--- src/rtl/lms_ss_pkg.sv ---
`timescale 1ns/1ps
package lms_ss_pkg;

   // Direction a register takes at the end of a voting window
   typedef enum logic [1:0] {
      DIR_HOLD = 2'd0,
      DIR_UP   = 2'd1,
      DIR_DOWN = 2'd2
   } step_dir_e;

   function automatic int unsigned max_int(input int unsigned a, input int unsigned b);
      return (a > b) ? a : b;
   endfunction

endpackage

--- src/rtl/lms_err_sign.sv ---
`timescale 1ns/1ps
// Sign of (sample - level * decision); zero counts as non-negative.
module lms_err_sign #(
   parameter int unsigned SW = 8,
   parameter int unsigned W  = 8
) (
   input  logic [SW-1:0] sample_i,
   input  logic [W-1:0]  lvl_i,
   input  logic          dec_i,
   output logic          nonneg_o
);
   localparam int unsigned EW = lms_ss_pkg::max_int(SW, W) + 2;

   logic signed [EW-1:0] smp_x;
   logic signed [EW-1:0] lvl_x;
   logic signed [EW-1:0] dev;

   always_comb begin
      smp_x = EW'($signed(sample_i));
      lvl_x = EW'($signed(lvl_i));
      dev   = dec_i ? (smp_x - lvl_x) : (smp_x + lvl_x);
      nonneg_o = ~dev[EW-1];
   end
endmodule

--- src/rtl/lms_window.sv ---
`timescale 1ns/1ps
// Counts enabled symbols and flags the last one of a 2^M window.
module lms_window #(
   parameter int unsigned MW = 3
) (
   input  logic          clk_i,
   input  logic          rst_ni,
   input  logic          clr_i,
   input  logic          adv_i,
   input  logic [MW-1:0] exp_i,
   output logic          last_o
);
   localparam int unsigned CW = (1 << MW) - 1;

   logic [CW-1:0] cnt_q;
   logic [CW:0]   span_w;
   logic [CW-1:0] mask;

   always_comb begin
      span_w = ((CW+1)'(1) << exp_i) - (CW+1)'(1);
      mask   = span_w[CW-1:0];
      last_o = adv_i && (cnt_q >= mask);
   end

   always_ff @(posedge clk_i or negedge rst_ni) begin
      if (!rst_ni)      cnt_q <= '0;
      else if (clr_i)   cnt_q <= '0;
      else if (last_o)  cnt_q <= '0;
      else if (adv_i)   cnt_q <= cnt_q + CW'(1);
   end
endmodule

--- src/rtl/lms_vote_lane.sv ---
`timescale 1ns/1ps
// Sums +/-1 votes; at window end reports the sign of the sum.
module lms_vote_lane #(
   parameter int unsigned ACC_W = 9
) (
   input  logic                  clk_i,
   input  logic                  rst_ni,
   input  logic                  clr_i,
   input  logic                  vote_en_i,
   input  logic                  up_i,
   input  logic                  last_i,
   output lms_ss_pkg::step_dir_e dir_o
);
   import lms_ss_pkg::*;

   logic signed [ACC_W-1:0] acc_q;
   logic signed [ACC_W-1:0] acc_nxt;

   always_comb begin
      acc_nxt = up_i ? (acc_q + ACC_W'(1)) : (acc_q - ACC_W'(1));
      dir_o   = DIR_HOLD;
      if (vote_en_i && last_i) begin
         if (acc_nxt > 0)      dir_o = DIR_UP;
         else if (acc_nxt < 0) dir_o = DIR_DOWN;
      end
   end

   always_ff @(posedge clk_i or negedge rst_ni) begin
      if (!rst_ni)                   acc_q <= '0;
      else if (clr_i)                acc_q <= '0;
      else if (vote_en_i && last_i)  acc_q <= '0;
      else if (vote_en_i)            acc_q <= acc_nxt;
   end
endmodule

--- src/rtl/lms_sat_reg.sv ---
`timescale 1ns/1ps
// Signed register that steps by STEP and clamps at its limits.
module lms_sat_reg #(
   parameter int unsigned W    = 8,
   parameter int unsigned STEP = 1
) (
   input  logic                  clk_i,
   input  logic                  rst_ni,
   input  logic                  load_i,
   input  logic [W-1:0]          load_val_i,
   input  lms_ss_pkg::step_dir_e dir_i,
   output logic [W-1:0]          q_o
);
   import lms_ss_pkg::*;

   localparam logic signed [W:0] HI = (W+1)'((1 << (W-1)) - 1);
   localparam logic signed [W:0] LO = -(W+1)'(1 << (W-1));
   localparam logic signed [W:0] ST = (W+1)'(STEP);

   logic signed [W:0] cur_x;
   logic signed [W:0] nxt_x;

   always_comb begin
      cur_x = (W+1)'($signed(q_o));
      nxt_x = cur_x;
      unique case (dir_i)
         DIR_UP:   nxt_x = (cur_x > HI - ST) ? HI : cur_x + ST;
         DIR_DOWN: nxt_x = (cur_x < LO + ST) ? LO : cur_x - ST;
         default:  nxt_x = cur_x;
      endcase
   end

   always_ff @(posedge clk_i or negedge rst_ni) begin
      if (!rst_ni)     q_o <= '0;
      else if (load_i) q_o <= load_val_i;
      else             q_o <= nxt_x[W-1:0];
   end
endmodule

--- src/rtl/lms_ss_adapter.sv ---
`timescale 1ns/1ps
module lms_ss_adapter #(
   parameter int unsigned NTAPS = 4,
   parameter int unsigned W     = 8,
   parameter int unsigned SW    = 8,
   parameter int unsigned STEP  = 1,
   parameter int unsigned MW    = 3
) (
   input  logic               clk_i,
   input  logic               rst_ni,
   input  logic               en_i,
   input  logic               sym_valid_i,
   input  logic [SW-1:0]      sample_i,
   input  logic               dec_i,
   input  logic [MW-1:0]      win_exp_i,
   input  logic               load_i,
   input  logic [NTAPS*W-1:0] load_taps_i,
   input  logic [W-1:0]       load_lvl_i,
   output logic [NTAPS*W-1:0] taps_o,
   output logic [W-1:0]       lvl_o
);
   import lms_ss_pkg::*;

   localparam int unsigned NL    = NTAPS + 1;
   localparam int unsigned CW    = (1 << MW) - 1;
   localparam int unsigned ACC_W = CW + 2;

   // elaboration-time parameter checks
   if (NTAPS < 1) begin : g_bad_ntaps
      initial $fatal(1, "NTAPS must be at least 1");
   end
   if (W < 2) begin : g_bad_w
      initial $fatal(1, "W must be at least 2");
   end
   if (SW < 2) begin : g_bad_sw
      initial $fatal(1, "SW must be at least 2");
   end
   if (STEP < 1 || STEP >= (1 << (W-1))) begin : g_bad_step
      initial $fatal(1, "STEP must lie in 1 .. 2^(W-1)-1");
   end
   if (MW < 1 || MW > 4) begin : g_bad_mw
      initial $fatal(1, "MW must lie in 1 .. 4");
   end

   logic              vote_en;
   logic              win_last;
   logic              e_nonneg;
   logic [NTAPS-1:0]  hist_q;      // hist_q[n-1] holds the decision n symbols back
   logic [NL-1:0]     up;
   step_dir_e         dir [NL];

   assign vote_en = sym_valid_i & en_i & ~load_i;

   // decision history, shifted on every accepted symbol
   if (NTAPS == 1) begin : g_hist_one
      always_ff @(posedge clk_i or negedge rst_ni) begin
         if (!rst_ni)          hist_q <= '0;
         else if (sym_valid_i) hist_q <= dec_i;
      end
   end else begin : g_hist_many
      always_ff @(posedge clk_i or negedge rst_ni) begin
         if (!rst_ni)          hist_q <= '0;
         else if (sym_valid_i) hist_q <= {hist_q[NTAPS-2:0], dec_i};
      end
   end

   lms_err_sign #(.SW(SW), .W(W)) u_err (
      .sample_i (sample_i),
      .lvl_i    (lvl_o),
      .dec_i    (dec_i),
      .nonneg_o (e_nonneg)
   );

   lms_window #(.MW(MW)) u_win (
      .clk_i  (clk_i),
      .rst_ni (rst_ni),
      .clr_i  (load_i),
      .adv_i  (vote_en),
      .exp_i  (win_exp_i),
      .last_o (win_last)
   );

   // lane 0 is the amplitude, lanes 1..NTAPS the coefficients
   for (genvar i = 0; i < NL; i++) begin : g_lane
      if (i == 0) begin : g_lvl
         assign up[i] = (e_nonneg == dec_i);
         lms_sat_reg #(.W(W), .STEP(STEP)) u_reg (
            .clk_i      (clk_i),
            .rst_ni     (rst_ni),
            .load_i     (load_i),
            .load_val_i (load_lvl_i),
            .dir_i      (dir[i]),
            .q_o        (lvl_o)
         );
      end else begin : g_tap
         assign up[i] = (e_nonneg == hist_q[i-1]);
         lms_sat_reg #(.W(W), .STEP(STEP)) u_reg (
            .clk_i      (clk_i),
            .rst_ni     (rst_ni),
            .load_i     (load_i),
            .load_val_i (load_taps_i[(i-1)*W +: W]),
            .dir_i      (dir[i]),
            .q_o        (taps_o[(i-1)*W +: W])
         );
      end

      lms_vote_lane #(.ACC_W(ACC_W)) u_vote (
         .clk_i     (clk_i),
         .rst_ni    (rst_ni),
         .clr_i     (load_i),
         .vote_en_i (vote_en),
         .up_i      (up[i]),
         .last_i    (win_last),
         .dir_o     (dir[i])
      );
   end
endmodule

--- config.mk ---
export PLATFORM = sky130hd
export DESIGN_NAME = lms_ss_adapter
export DESIGN_NICKNAME = d
export VERILOG_FILES = /design/src/rtl/lms_ss_pkg.sv /design/src/rtl/lms_err_sign.sv /design/src/rtl/lms_window.sv /design/src/rtl/lms_vote_lane.sv /design/src/rtl/lms_sat_reg.sv /design/src/rtl/lms_ss_adapter.sv
export SDC_FILE = /design/constraint.sdc
export NUM_CORES = 1
export LEC_CHECK = 0
export BUFFER_PORTS_ARGS = -buffer_cell sky130_fd_sc_hd__buf_2
export CORE_MARGIN = 4
export CORE_UTILIZATION = 61
export CTS_CLUSTER_DIAMETER = 50
export CTS_CLUSTER_SIZE = 16
export DETAILED_ROUTE_END_ITERATION = 16
export GPL_TIMING_DRIVEN = 0
export PLACE_DENSITY_LB_ADDON = 0.08
export SYNTH_ARGS = -nofsm -noshare
export SYNTH_HDL_FRONTEND = slang
export SYNTH_SLANG_ARGS = --single-unit
--- constraint.sdc ---
create_clock -name clk_i -period 12.8 [get_ports clk_i]
set_clock_uncertainty 0.1 [all_clocks]
set_input_delay 0.64 -clock clk_i [delete_from_list [all_inputs] [get_ports clk_i]]
set_output_delay 0.64 -clock clk_i [all_outputs]
set_load 0.05 [all_outputs]
# Yosys cells after proc, flatten, opt, wreduce, memory -nomap -nowiden
# Cells that the tools add are included.
# totals
in_bits,57
ff_bits,96
word_cells,145
out_inout_bits,40
# op_classes
bitwise,4
n_shift,1
n_eq_ne,15
magnitude_cmp,21
addsub,24
reduce_logical,9
muxes,59
# ops
op,count
$mux W9,20
$mux W8,15
$pmux W8 S2,5
$add A9 B2 Y9 const B,5
$gt A9 B1 Y1 const B,5
$lt A9 B1 Y1 const B,5
$sub A9 B2 Y9 const B,5
$add A8 B2 Y8 const B,5
$gt A8 B8 Y1 const B,5
$lt A8 B8 Y1 const B,5
$sub A8 B2 Y8 const B,5
$mux W2,15
$mux W7,3
$reduce_bool A3 Y1,7
$eq A2 B1 Y1 const B,5
$eq A2 B2 Y1 const B,5
$mux W10,1
$add A8 B8 Y9,1
$sub A8 B8 Y9,1
$add A7 B1 Y7 const B,1
$ge A7 B7 Y1,1
$shl A1 B3 Y7 const A,1
$sub A7 B2 Y7 const B,1
$eq A1 B1 Y1,5
other kinds (3),6

# Longest topological paths before layout
# depth
depth_word,12
mapped_depth,24
ltp_nobuf,22

# Cells and area by module
# A second synthesis with hierarchy kept.
# unflattened
hier_cells,1126
area_unflattened_um2,9352.7
# by_module_without_submodules
mod,seq_area_each_um2,cells_each,area_each_um2,instances
lms_sat_reg,200.2,112,863.3,5
lms_vote_lane (g_lane[1].u_vote ...),225.2,87,773.2,4
lms_vote_lane (g_lane[0].u_vote),225.2,96,840.8,1
lms_window,175.2,63,561.8,1
lms_err_sign,0.0,44,336.6,1
lms_ss_adapter,100.1,15,203.9,1

# Least setup slack after synthesis
# Ideal clock, no wire load.
# synth_path
path_type,register -> register
start,reg g_lane[0].g_lvl.u_reg.q_o[0]
end,reg g_lane[0].g_lvl.u_reg.q_o[0]
slack_ps,7079
path_buffers,1
t_arrival_ps,5501
t_required_ps,12580
setup_time_ps,120
synth_period_minus_slack_ps,5721
stages_incl_launch_ff,23
cell_sequence,dfrtp_1 > inv_1 > ha_1 > nor3b_4 > a21oi_1 > xnor2_1 > ha_1 > nand2_1 > nor3_1 > a21oi_4 > xnor2_4 > xnor2_2 > ha_1 > nor2b_1 > o31a_1 > or4_1 > a31oi_1 > xor3_1 > o41ai_4 > buf_6 > a21oi_1 > o211ai_2 > nand2_1
# synth_between
elab_chain_cells,12
word_cells_on_any_way,22
cone_classes,add/sub (4); order compare (4); eq/ne (3); mux (9); bitwise (1); reduce/logical (1)
# synth_lines
element,line_no,rtl
"start, declared",lms_sat_reg.sv:12,output logic [W-1:0] q_o
"start signal, assigned",lms_sat_reg.sv:35,else if (load_i) q_o <= load_val_i;
"start signal, assigned",lms_sat_reg.sv:36,else q_o <= nxt_x[W-1:0];
$add A8 B8 Y9 / $sub A8 B8 Y9 (equally long branches),lms_err_sign.sv:21,dev = dec_i ? (smp_x - lvl_x) : (smp_x + lvl_x);
$mux W10,lms_err_sign.sv:21,
$not A1 Y1,lms_err_sign.sv:22,nonneg_o = ~dev[EW-1];
$eq A1 B1 Y1,lms_ss_adapter.sv:86,assign up[i] = (e_nonneg == dec_i);
$mux W9,lms_vote_lane.sv:20,acc_nxt = up_i ? (acc_q + ACC_W'(1)) : (acc_q - ACC_W'(1));
$lt A9 B1 Y1,lms_vote_lane.sv:24,else if (acc_nxt < 0) dir_o = DIR_DOWN;
$mux W2,lms_vote_lane.sv:24,
$mux W2,lms_vote_lane.sv:23,if (acc_nxt > 0) dir_o = DIR_UP;
$mux W2,lms_vote_lane.sv:22,if (vote_en_i && last_i) begin
$eq A2 B2 Y1 / $eq A2 B1 Y1 (equally long branches),lms_sat_reg.sv:26,unique case (dir_i)
$pmux W8 S2,lms_sat_reg.sv:26,
$mux W8,lms_sat_reg.sv:35,
# Parallel ways exist; a longest one is shown, timed or not.
# A chain may end at the register's enable or synchronous reset.

# Worst setup path in the final report
# layout_path
start,reg g_lane[0].g_lvl.u_reg.q_o[2]
end,reg g_lane[4].g_tap.u_reg.q_o[3]
# layout_between
elab_chain_cells,12
word_cells_on_any_way,16
cone_classes,add/sub (2); order compare (2); eq/ne (3); mux (7); bitwise (1); reduce/logical (1)
# layout_lines
element,line_no,rtl
$add A8 B8 Y9 / $sub A8 B8 Y9 (equally long branches),lms_err_sign.sv:21,
$mux W10 (*),lms_err_sign.sv:21,
$not A1 Y1 (*),lms_err_sign.sv:22,
$eq A1 B1 Y1 (*),lms_ss_adapter.sv:96,assign up[i] = (e_nonneg == hist_q[i-1]);
$mux W9 (*),lms_vote_lane.sv:20,
$lt A9 B1 Y1,lms_vote_lane.sv:24,
$mux W2,lms_vote_lane.sv:24,
$mux W2 (*),lms_vote_lane.sv:23,
$mux W2 (*),lms_vote_lane.sv:22,
$eq A2 B2 Y1 / $eq A2 B1 Y1 (equally long branches),lms_sat_reg.sv:26,
$pmux W8 S2,lms_sat_reg.sv:26,
$mux W8,lms_sat_reg.sv:35,
"end signal, assigned",lms_sat_reg.sv:35,
"end signal, assigned",lms_sat_reg.sv:36,
"end, declared",lms_sat_reg.sv:12,
# Mark *: on every way between the ends. The rest lies on a longest branch, timed or not.

==> impl_metrics.csv <==
group,metric,value,unit
worst_setup_path,startpoint_type,"flip-flop",
logic_synthesis,ys_seq_elements,96,
route,vias_per_cell,6.34,
timing,tns,0,ns
timing,finalHoldViolations,0,
die,io_pins,97,
timing,fin_crit,6.74,ns
worst_setup_path,cp.required,12.95,ns
timing,finalMaxSlewViolations,0,
timing,period_share,52.6,%
worst_setup_path,critPathMaxStageDelay,0.72,ns
placed_design,dp_hpwl,17000,um
cts,cts_sinks,96,
route,drt_iter0_drc,684,
global_routing,grt_pass1_vias,7656,
worst_setup_path,cp-end-kind,"flip-flop",
cts,ctsResizeCount,0,
cts,cts_buffers,9,
flow_run,cap_violations,0,
global_routing,grt_overflow,0,
cts,tritoncts,"yes",
die,rows,42,
die,die_y,126,um
layout,area_growth,12.1,%
cts,post_cts_buffers,0,
cts,cts_max_path_buffers,2,
timing,max_freq,0.148,GHz
global_routing,grt_max_degree,53,
timing,rsz0062_at_grt,"no",
cts,ctsHoldBuffers,0,
layout,final_common_cell,"nand2_1",
layout,diodes,0,
logic_synthesis,syn-num-nets,1138,
die,core_area,13500,um^2
route,drc_errors,0,
layout,multiInputGateArea,5670,um^2
worst_setup_path,critPathTopFamily,"compound AO/OA/AOI/OAI gates",
logic_synthesis,synth-edff-count,0,
power_and_ir_drop,ir_drop,139,uV
timing,finalSetupViolCount,0,
logic_synthesis,syn_area_per_cell,8.47,um^2
layout,layout.nets,1243,
die,initial_utilization,63.3,%
worst_setup_path,critical_path_class,"flip-flop to flip-flop",
worst_setup_path,crit_chain,"clkbuf_1, nor4_1, a21oi_1, xnor2_1, ha_1, nand2_1, nor3_1, a21oi_4, xnor2_4, xnor2_1, inv_1, fa_1, nor2b_1, o21ai_0, a21boi_0, o22ai_1, xnor3_1, nand4bb_1, a21oi_1, a31oi_1, o221a_2",
die,dieArea,15900,um^2
die,die_w,126,um
global_routing,grt_pass1_wl,37700,um
worst_setup_path,crit_fanout,10,
logic_synthesis,syn_inst,1005,
layout,final_cell_mix,"nand2_1 (103), buf_2 (97), dfrtp_1 (96), o21ai_0 (81), nor2_1 (75)",
global_routing,antenna_found_initial,1,
power_and_ir_drop,p_total,0.00154,W
placed_design,gp_congestion,0.972,
worst_setup_path,worstPathArrival,6.88,ns
layout,layout-drive-gt1-share,14.0,%
power_and_ir_drop,p_per_area,161,nW/um^2
route,drtAntennaViolNets,0,
route,num_vias,8180,
cts,clkSlewWorstSetupHoldPaths,0.07,ns
logic_synthesis,async_flop_share,100,%
placed_design,portBuffers,93,
layout,nFillCells,1129,
timing,slew_headroom,38.2,%
route,firstDrtPassIters,7,
route,wl,23100,um
outcome,status,"finished, final reports clean",
route,wl_per_cell,17.9,um
layout,register_area,2400,um^2
logic_synthesis,synth-warning-count,0,
logic_synthesis,synthesis.area,8510,um^2
global_routing,grt_use_total,28.8,%
worst_setup_path,path_buf_inv,2,
worst_setup_path,cp_slowest_cell,"a21oi_1",
cts,cts_root_buf,"clkbuf_16",
logic_synthesis,synth_ff_type,"dfrtp_1",
cts,insertion_delay,0.36,ns
logic_synthesis,ys_seq_area_share,28.2,%
power_and_ir_drop,power_leakage,4.25,nW
cts,h-tree-depth,3,
logic_synthesis,yosysUniqueCellTypes,90,
timing,worst_pin_slew,0.921,ns
min_path,hold_class,"input port to asynchronous set/reset pin",
[layer usage]
layer | part of all wire (%) | vias to the layer above | global-route usage (%)
li1 | - | 3943 | -
met1 | 44 | 3863 | 40.8
met2 | 46 | 328 | 45.3
met3 | 7.0 | 44 | 3.94
met4 | 2.4 | 2 | 9.97
met5 | 0.056 | - | 0
[sequential cells by signal, indices dropped and copies added, names as in the netlist]
signal                  flops
g_lane.u_vote.acc_q        45
u_win.cnt_q                 7
hist_q                      4
g_lane.g_tap.u_reg.q_o     32
g_lane.g_lvl.u_reg.q_o      8
[path summary, 6_finish.rpt]
| path | from | endpoint | slack, ns | depth (start not counted) |
|---|---|---|---|---|
| worst max-delay path | g_lane[0].g_lvl.u_reg.q_o[2]$_DFFE_PN0P_ | g_lane[4].g_tap.u_reg.q_o[3]$_DFFE_PN0P_ | 6.06 | 21 |
| max in group asynchronous | rst_ni | g_lane[3].g_tap.u_reg.q_o[3]$_DFFE_PN0P_ | 11.71 | 2 |
| min in group clk_i | load_lvl_i[0] | g_lane[0].g_lvl.u_reg.q_o[0]$_DFFE_PN0P_ | 0.37 | 3 |
| worst max register to register | g_lane[0].g_lvl.u_reg.q_o[2]$_DFFE_PN0P_ | g_lane[4].g_tap.u_reg.q_o[3]$_DFFE_PN0P_ | 6.06 | 21 |
| worst min-delay path | rst_ni | g_lane[0].u_vote.acc_q[0]$_DFFE_PN0P_ | 0.19 | 1 |
| worst min register to register | g_lane[2].u_vote.acc_q[7]$_DFFE_PN0P_ | g_lane[2].u_vote.acc_q[7]$_DFFE_PN0P_ | 0.39 | 2 |
[cell usage after synthesis, drive strengths merged (7+ instances only)]
cell     instances  area share [%]
nand2          103             4.5
dfrtp           96              28
o21ai           85             5.0
nor2            76             3.4
ha              71              10
a21oi           58             3.5
clkbuf          45             2.0
inv             43             1.9
nor3            33             2.0
xnor2           29             3.6
nand3           25             1.5
a22o            21             2.2
xor2            18             1.9
a31oi           15             1.3
nand4           15             1.1
or3             14             1.0
buf             13             1.2
mux2i           12             1.4
nor2b           12            0.88
and3            11            0.81
o211ai          10            0.94
o22ai           10            0.74
a21o             9            0.79
nor4             9            0.66
o21a             9            0.79
o31ai            9            0.79
a211oi           8            0.71
nor3b            8            0.90
a2111oi          7            0.79
a21boi           7            0.62
and2             7            0.54
nand2b           7            0.51
o31a             7            0.72
or2              7            0.51
[through the flow]
step | setup slack [ns] | util (%) | hold WS (ns) | instance area (um^2) | std cells
6_report | 6.06 | 70.9 | 0.195 | 9540 | 1291
5_1_grt | 5.63 | 70.9 | 0.243 | 9540 | 1291
3_5_place_dp | 6.06 | 68.6 | 0.381 | 9230 | 1275
2_1_floorplan | 7.08 | - | 0.244 | 8510 | 1005
4_1_cts | 6.08 | 70.9 | 0.218 | 9540 | 1291
3_3_place_gp | 6.05 | 68.4 | 0.370 | 9200 | 1274
[layout make-up]
type                       count  area share [%]
timing repair buffer          94            5.19
inverter                      44            1.73
multi-input combinational    807            59.5
sequential                    96            25.2
clock buffer                  11            2.65
buffer                        58            2.82
clock inverter                 5           0.630
tap                          176            2.31
[power by group]
part / switching (W) / total [W] / internal, W / leakage [nW]
Clock: 0.000128 / 0.000291 / 0.000163 / 0.153
Combinational: 0.000504 / 0.000847 / 0.000342 / 2.87
Sequential: 0.0000470 / 0.000400 / 0.000353 / 1.23
[cells by family after synthesis]
family | after synthesis | share of synthesized area, %
xor gates and xnor gates | 54 | 7.34
and+or+nand+nor | 342 | 19.8
adders and majority gates | 76 | 11.6
DFF | 96 | 28.2
muxes | 16 | 1.94
AOI/OAI and AO/OA | 319 | 25.9
buffers and inverters | 102 | 5.10
Note: power is estimated with default switching activity, not from simulation.
